`config.mk`:
```
export PLATFORM = sky130hd
export DESIGN_NAME = pulse_meter
export DESIGN_NICKNAME = d
export VERILOG_FILES = /design/src/rtl/pm_pkg.sv /design/src/rtl/pm_sync_edge.sv /design/src/rtl/pm_counter.sv /design/src/rtl/pm_result.sv /design/src/rtl/pulse_meter.sv
export SDC_FILE = /design/constraint.sdc
export NUM_CORES = 1
export LEC_CHECK = 0
export BUFFER_PORTS_ARGS = -buffer_cell sky130_fd_sc_hd__buf_2
export CAP_MARGIN = 10
export CORE_MARGIN = 4
export CORE_UTILIZATION = 24
export DETAILED_ROUTE_END_ITERATION = 8
export GPL_ROUTABILITY_DRIVEN = 1
export GPL_TIMING_DRIVEN = 0
export REMOVE_ABC_BUFFERS = 1
export SETUP_SLACK_MARGIN = 0.05
export SYNTH_ARGS = -nofsm -noshare
export SYNTH_HDL_FRONTEND = slang
export SYNTH_HIERARCHICAL = 1
export SYNTH_SLANG_ARGS = --single-unit
export TNS_END_PERCENT = 1
```
`constraint.sdc`:
```
create_clock -name clk -period 5.3 [get_ports clk]
set_input_delay 0.265 -clock clk [delete_from_list [all_inputs] [get_ports clk]]
set_output_delay 0.265 -clock clk [all_outputs]
set_load 0.005 [all_outputs]
```
`src/rtl/pm_pkg.sv`:
```
package pm_pkg;
    typedef enum logic [1:0] {
        ST_IDLE,
        ST_ARM,
        ST_HIGH,
        ST_LOW
    } pm_state_e;
endpackage

```
`src/rtl/pm_sync_edge.sv`:
```
module pm_sync_edge #(
    parameter int SYNC_STAGES = 2
) (
    input  logic clk,
    input  logic rst_n,
    input  logic tick,
    input  logic sig_async,
    output logic rise,
    output logic fall
);
    logic [SYNC_STAGES-1:0] chain_q;
    logic                   prev_q;
    logic                   level;

    assign level = chain_q[SYNC_STAGES-1];

    always_ff @(posedge clk or negedge rst_n) begin
        if (!rst_n) begin
            chain_q <= '0;
            prev_q  <= 1'b0;
        end else begin
            chain_q <= {chain_q[SYNC_STAGES-2:0], sig_async};
            if (tick) prev_q <= level;
        end
    end

    assign rise = tick &  level & ~prev_q;
    assign fall = tick & ~level &  prev_q;

    // an accepted rising edge is consumed: it cannot repeat on the next clock
    assert_single_rise_R2: assert property (@(posedge clk) disable iff (!rst_n)
        rise |=> !rise);
endmodule

```
`src/rtl/pm_counter.sv`:
```
module pm_counter #(
    parameter int W = 24
) (
    input  logic         clk,
    input  logic         rst_n,
    input  logic         tick,
    input  logic         clr,
    output logic [W-1:0] cnt,
    output logic         sat
);
    localparam logic [W-1:0] MAXV = '1;

    always_ff @(posedge clk or negedge rst_n) begin
        if (!rst_n)                      cnt <= '0;
        else if (clr)                    cnt <= '0;
        else if (tick && (cnt != MAXV))  cnt <= cnt + 1'b1;
    end

    assign sat = tick & ~clr & (cnt == MAXV);

    assert_cnt_holds_max_R8: assert property (@(posedge clk) disable iff (!rst_n)
        (tick && !clr && cnt == MAXV) |=> (cnt == MAXV));
endmodule

```
`src/rtl/pm_result.sv`:
```
module pm_result #(
    parameter int W    = 24,
    parameter int SH_W = 2
) (
    input  logic            clk,
    input  logic            rst_n,
    input  logic            restart,
    input  logic            capture,
    input  logic [W-1:0]    w_in,
    input  logic [W-1:0]    p_in,
    input  logic            bad_in,
    input  logic            avg_en,
    input  logic [SH_W-1:0] avg_shift,
    output logic            pub,
    output logic [W-1:0]    width_q,
    output logic [W-1:0]    period_q,
    output logic            valid_q
);
    localparam int SMAX = (1 << SH_W) - 1;
    localparam int AW   = W + SMAX;

    logic [AW-1:0]   acc_w_q, acc_p_q, sum_w, sum_p;
    logic [SMAX-1:0] win_q, win_goal;
    logic [SH_W-1:0] eff_sh;
    logic            bad_acc_q, win_last;

    assign eff_sh   = avg_en ? avg_shift : '0;
    assign win_goal = SMAX'((32'd1 << avg_shift) - 32'd1);
    assign win_last = !avg_en || (win_q == win_goal);
    assign sum_w    = acc_w_q + AW'(w_in);
    assign sum_p    = acc_p_q + AW'(p_in);
    assign pub      = capture & win_last;

    always_ff @(posedge clk or negedge rst_n) begin
        if (!rst_n) begin
            acc_w_q   <= '0;
            acc_p_q   <= '0;
            win_q     <= '0;
            bad_acc_q <= 1'b0;
            width_q   <= '0;
            period_q  <= '0;
            valid_q   <= 1'b0;
        end else if (restart) begin
            acc_w_q   <= '0;
            acc_p_q   <= '0;
            win_q     <= '0;
            bad_acc_q <= 1'b0;
        end else if (capture) begin
            if (win_last) begin
                width_q   <= W'(sum_w >> eff_sh);
                period_q  <= W'(sum_p >> eff_sh);
                valid_q   <= ~(bad_acc_q | bad_in);
                acc_w_q   <= '0;
                acc_p_q   <= '0;
                win_q     <= '0;
                bad_acc_q <= 1'b0;
            end else begin
                acc_w_q   <= sum_w;
                acc_p_q   <= sum_p;
                win_q     <= win_q + 1'b1;
                bad_acc_q <= bad_acc_q | bad_in;
            end
        end
    end

    assert_hold_results_R6: assert property (@(posedge clk) disable iff (!rst_n)
        !pub |=> ($stable(width_q) && $stable(period_q) && $stable(valid_q)));
endmodule

```
`src/rtl/pulse_meter.sv`:
```
module pulse_meter
    import pm_pkg::*;
#(
    parameter int CNT_W       = 24,
    parameter int AVG_SH_W    = 2,
    parameter int SYNC_STAGES = 2
) (
    input  logic                clk,
    input  logic                rst_n,
    input  logic                ref_tick,
    input  logic                sig_in,
    input  logic                cfg_enable,
    input  logic                cfg_avg_en,
    input  logic [AVG_SH_W-1:0] cfg_avg_shift,
    input  logic                flag_clr,
    output logic [CNT_W-1:0]    width_q,
    output logic [CNT_W-1:0]    period_q,
    output logic                result_valid,
    output logic                done_flag,
    output logic                irq,
    output logic                busy,
    output logic                overflow
);
    localparam logic [CNT_W-1:0] CNT_MAX = '1;

    pm_state_e        state_q, state_d;
    logic             rise, fall, cnt_clr, cnt_sat, at_max;
    logic             capture, fall_cap, pub, bad_meas_q, bad_now;
    logic [CNT_W-1:0] cnt, cap_val, w_shadow_q;

    pm_sync_edge #(.SYNC_STAGES(SYNC_STAGES)) u_sync (
        .clk(clk), .rst_n(rst_n), .tick(ref_tick), .sig_async(sig_in),
        .rise(rise), .fall(fall)
    );

    assign cnt_clr = rise | (state_q == ST_IDLE) | (state_q == ST_ARM);

    pm_counter #(.W(CNT_W)) u_cnt (
        .clk(clk), .rst_n(rst_n), .tick(ref_tick), .clr(cnt_clr),
        .cnt(cnt), .sat(cnt_sat)
    );

    assign at_max   = (cnt == CNT_MAX);
    assign cap_val  = at_max ? cnt : cnt + 1'b1;
    assign capture  = cfg_enable & (state_q == ST_LOW)  & rise;
    assign fall_cap = cfg_enable & (state_q == ST_HIGH) & fall;
    assign bad_now  = bad_meas_q | at_max;

    pm_result #(.W(CNT_W), .SH_W(AVG_SH_W)) u_res (
        .clk(clk), .rst_n(rst_n), .restart(state_q == ST_IDLE),
        .capture(capture), .w_in(w_shadow_q), .p_in(cap_val), .bad_in(bad_now),
        .avg_en(cfg_avg_en), .avg_shift(cfg_avg_shift), .pub(pub),
        .width_q(width_q), .period_q(period_q), .valid_q(result_valid)
    );

    // next-state logic
    always_comb begin
        state_d = state_q;
        if (!cfg_enable) begin
            state_d = ST_IDLE;
        end else begin
            unique case (state_q)
                ST_IDLE: state_d = ST_ARM;
                ST_ARM:  if (rise) state_d = ST_HIGH;
                ST_HIGH: if (fall) state_d = ST_LOW;
                ST_LOW:  if (rise) state_d = ST_HIGH;
                default: state_d = ST_IDLE;
            endcase
        end
    end

    // state register
    always_ff @(posedge clk or negedge rst_n) begin
        if (!rst_n) state_q <= ST_IDLE;
        else        state_q <= state_d;
    end

    // registered outputs and measurement bookkeeping
    always_ff @(posedge clk or negedge rst_n) begin
        if (!rst_n) begin
            w_shadow_q <= '0;
            bad_meas_q <= 1'b0;
            done_flag  <= 1'b0;
            irq        <= 1'b0;
            overflow   <= 1'b0;
        end else begin
            if (fall_cap) w_shadow_q <= cap_val;

            if ((state_q == ST_IDLE) || (state_q == ST_ARM) || capture)
                bad_meas_q <= 1'b0;
            else if (cnt_sat || (fall_cap && at_max))
                bad_meas_q <= 1'b1;

            irq <= pub;
            if (pub)           done_flag <= 1'b1;
            else if (flag_clr) done_flag <= 1'b0;

            if (cnt_sat)       overflow <= 1'b1;
            else if (flag_clr) overflow <= 1'b0;
        end
    end

    assign busy = (state_q != ST_IDLE) & ~done_flag;

    assert_fall_to_low_R2: assert property (@(posedge clk) disable iff (!rst_n)
        (state_q == ST_HIGH && fall && cfg_enable) |=> (state_q == ST_LOW));
    assert_irq_from_low_R3: assert property (@(posedge clk) disable iff (!rst_n)
        irq |-> ($past(state_q) == ST_LOW));
    assert_irq_sets_flag_R4: assert property (@(posedge clk) disable iff (!rst_n)
        irq |-> done_flag);
    assert_ovf_from_max_R8: assert property (@(posedge clk) disable iff (!rst_n)
        $rose(overflow) |-> $past(cnt == CNT_MAX));
    assert_disable_idle_R10: assert property (@(posedge clk) disable iff (!rst_n)
        !cfg_enable |=> (state_q == ST_IDLE));
endmodule

```
==> impl_metrics.py <==
metrics = {
    "outcome": {
        "run_status": "finished clean",
    },
    "cts": {
        "clock-sinks": 164,
        "post_cts_buffers": 0,
        "cts-root-to-sink-buffers": 2,
        "cts.clk_slew.worst_paths_ps": 70,
        "cts_hold_repair.buffers": 2,
        "cts_htree_levels": 4,
        "skew_pair_late_insertion_delay_ps": 450,
        "cts_resized": 0,
        "root_buffer": "sky130_fd_sc_hd__clkbuf_16",
        "cts_tree": "built",
        "cts_inserted_buffers": 17,
    },
    "min_path": {
        "worstHoldStart": "cfg_enable",
        "worst_hold_path_type": "in -> reg",
        "hold_depth": 2,
        "terminating_pin_of_the_worst_hold_path": "state_q[0]",
    },
    "finish": {
        "stdcell_count": 1889,
        "areaGrowthSynthToFinish_pct": 13.66,
        "postLayoutCellArea_sq_um": 12900,
        "layout_cells_sized_above_1_pct": 14.12,
        "layout.nets": 1331,
        "num_antenna_cells": 0,
    },
    "timing": {
        "rsz0062_at_grt": "no",
        "tightestPinTransition_ps": 1189,
        "finalWorstPathRequiredPeriod_ps": 4922,
        "fin_worst_skew_ps": 11.50,
        "finalHoldViolCount": 0,
        "fin_setup_tns_ps": 0,
        "finalSetupViolCount": 0,
        "slew_headroom_pct": 20.71,
        "fin_crit_sh_pct": 92.87,
        "fmax_ghz": 0.2032,
        "finalMaxSlewViolations": 0,
    },
    "power_and_ir_drop": {
        "leakage_nw": 6.004,
        "combPwrFrac_pct": 4.8,
        "vdd_drop_max_v": 0.0002233,
        "sw_frac_of_total_pct": 26.58,
        "p_seq_share_pct": 48.0,
        "power.density_nw_per_um2": 203.9,
        "p_clk_share_pct": 47.2,
        "internal_power_w": 0.001931,
        "net-switching-power_w": 0.0006988,
    },
    "setup_path": {
        "worstRegToRegCells": 15,
        "reg2reg_from": "u_cnt/cnt[0]",
        "worst_setup_path_startpoint": "u_cnt/cnt[0]",
        "worst-endpoint-required_ps": 5590,
        "reg2reg_setup_slack_ps": 380,
        "timing.setup.critical_path_class": "reg -> reg",
        "critPathMaxStageDelay_ps": 670,
        "worstPathMaxFanout": 9,
        "arrival_time_of_data_at_the_critical_path_endpoint_ps": 5210,
        "timing.critical_path.slowest_stage_cell": "sky130_fd_sc_hd__nor4_4",
        "worst_r2r_endpoint": "u_res/period_q[18]",
        "critPathLaunchType": "flop",
        "crit_chain": "ha_1 -> nand4_4 -> nor4_4 -> nand2_4 -> xor2_1 -> ha_1 -> fa_1 -> a21o_1 -> nand4_1 -> a21oi_1 -> o21ai_0 -> mux2i_1 -> nor3_1 -> a21oi_1 -> o221ai_1",
        "worstSetupEndpointType": "flop",
    },
    "synthesis": {
        "syn_area_sq_um": 11350,
        "yosysUniqueCellTypes": 94,
        "yosysWarnings": 6,
        "synth_edf_count": 0,
        "syn_avg_cell_area_sq_um": 9.071,
        "post_synthesis_sequential_element_count": 164,
        "synth_flop_cell": "sky130_fd_sc_hd__dfrtp_1",
        "synth.yosys.seq_area_share_pct": 36.16,
        "syn-instance-count": 1251,
        "async_flop_share_pct": 100.0,
    },
    "global_routing": {
        "global_route.usage.met1_pct": 16.12,
        "globalRouteTotalUtil_pct": 12.70,
        "grt_max_degree": 111,
        "number_of_antenna_violations_at_the_first_check_in_global_routing": 1,
        "grt_util_met2_pct": 21.70,
        "overflow": 0,
        "grt_most_used_layer": "met2",
        "globalRouteMet3Util_pct": 2.371,
        "grt_first_pass_wirelength_mm": 51.92,
        "vias_in_the_first_global_route": 9477,
    },
    "job": {
        "maxCapViolCount": 0,
    },
    "route": {
        "final_antenna_net_count": 0,
        "firstDrtPassIters": 5,
        "avgRoutedWirePerCell_microns": 17.16,
        "drt_drc_violations_left": 0,
        "vias_per_cell": 5.145,
        "routed_wirelength_mm": 32.42,
        "drt_iter0_markers": 640,
        "route.vias.total": 9719,
    },
    "placed_design": {
        "numPortBuffers": 61,
        "placed_instances": 1855,
        "gpl.final_weighted_congestion": 0.8793,
        "place_area_sq_um": 12300,
        "detailed_place_hpwl_mm": 23.75,
    },
    "floorplanning": {
        "die-width_microns": 225.5,
        "cell_row_count": 79,
        "die-area_sq_um": 50830,
        "floorplan.core_area_sq_um": 46650,
        "chipHeight_microns": 225.5,
        "top_level_ports": 62,
        "initial_utilization_pct": 24.32,
    },
}
[Yosys cell counts (all sizes together), types with 14 or more instances]
cell    number  area [sq um]
ha          51         638.1
a31oi       14         108.9
nor2        84         315.3
and2        18         112.6
nand4       28         220.2
a211oi      26         212.7
nand2      149         569.3
inv         21         78.83
a21oi       86         441.7
nor3        21         110.1
buf         18         77.58
mux2i       32         320.3
o21ai       77         396.6
xor2        35         306.5
a22o        41         360.3
dfrtp      164          4104
o31ai       14         118.9
xnor2       33         289.0
a21o        35         265.3
clkbuf      52         195.2
nand3       40         205.2
mux2        38         439.2
[critical path: cells and delay by family, from the launching register on]
family / cells / cell delay, ps
xor gates and xnor gates: 1 / 220
and+or+nand+nor: 5 / 1280
DFF: 1 / 530
muxes: 1 / 380
AOI/OAI and AO/OA: 5 / 1330
adders and majority gates: 3 / 1010
[cell type report]
type	count	area, sq um
Fill cell	4973	33760
Multi-Input combinational cell	996	6917
Sequential cell	164	4104
Tap cell	607	759.5
Timing Repair Buffer	69	465.4
Clock buffer	18	439.2
Clock inverter	14	135.1
Inverter	21	78.83
[routing by layer]
metal | wire length (microns) | part of all wire, %
met1 | 14600 | 45
met2 | 15830 | 49
met4 | 747 | 2.3
met5 | 13 | 0.040
met3 | 1228 | 3.8
[worst max-delay path by stage]
stage                         endpoint  slack [ps]  cells after the start
CTS                 u_res/period_q[15]         430                     15
global placement    u_res/period_q[15]         380                     15
detailed placement  u_res/period_q[15]         470                     15
global route        u_res/period_q[18]          90                     15
floorplan           u_res/period_q[17]        1360                     15
finish              u_res/period_q[18]         380                     15
[flip-flops by register name, summed over array words and instances (netlist names), 2 cells and up]
register / cells
w_shadow_q: 24
u_res/win_q: 3
u_res/acc_p_q: 27
state_q: 2
u_cnt/cnt: 24
u_res/acc_w_q: 27
u_res/period_q: 24
u_res/width_q: 24
u_sync/chain_q: 2
[through the flow]
| step | power [W] | worst slack (ps) | hold WS [ps] | util (%) |
|---|---|---|---|---|
| final | 0.002629 | 378.0 | 73.83 | 27.65 |
| after global routing | 0.002736 | 86.01 | 62.10 | 27.65 |
| after CTS | 0.002673 | 431.8 | 53.46 | 27.65 |
| after detailed placement | 0.001416 | 465.9 | 232.4 | 26.37 |
| after global placement | 0.001406 | 376.4 | 376.4 | 26.02 |
| after floorplan | 0.001342 | 1360 | -30.59 | - |
[logic make-up (layout without fill, tap and decap cells)]
| family | Yosys count | in the layout | share of synthesized area [%] |
|---|---|---|---|
| compound gates | 389 | 389 | 24.11 |
| simple gates | 415 | 415 | 18.51 |
| xor+xnor | 68 | 68 | 5.248 |
| buf+inv | 91 | 122 | 3.098 |
| fa+ha+maj | 53 | 53 | 5.976 |
| flops | 164 | 164 | 36.16 |
| mux | 71 | 71 | 6.891 |
[power groups by stage]
stage	Clock (W)	Sequential, W	Combinational [W]
after global routing	0.00133	0.00126	0.000141
after detailed placement	0	0.00129	0.000128
after CTS	0.00128	0.00126	0.000130
after floorplan	0	0.00129	0.0000553
after global placement	0	0.00129	0.000119
final	0.00124	0.00126	0.000126
[cells in the final DEF, fill, tap and decap left out, types with 33 or more instances in the layout]
| cell type | netlist | layout |
|---|---|---|
| sky130_fd_sc_hd__mux2_2 | 35 | 35 |
| sky130_fd_sc_hd__a21o_1 | 33 | 33 |
| sky130_fd_sc_hd__a21oi_1 | 83 | 83 |
| sky130_fd_sc_hd__dfrtp_1 | 164 | 164 |
| sky130_fd_sc_hd__o21ai_0 | 66 | 66 |
| sky130_fd_sc_hd__a22o_1 | 40 | 40 |
| sky130_fd_sc_hd__buf_2 | 8 | 60 |
| sky130_fd_sc_hd__xnor2_1 | 33 | 33 |
| sky130_fd_sc_hd__nand2_1 | 147 | 144 |
| sky130_fd_sc_hd__nor2_1 | 84 | 83 |
| sky130_fd_sc_hd__xor2_1 | 35 | 35 |
| sky130_fd_sc_hd__ha_1 | 51 | 51 |
| sky130_fd_sc_hd__nand3_1 | 39 | 39 |
(Power assumes the default switching activity.)
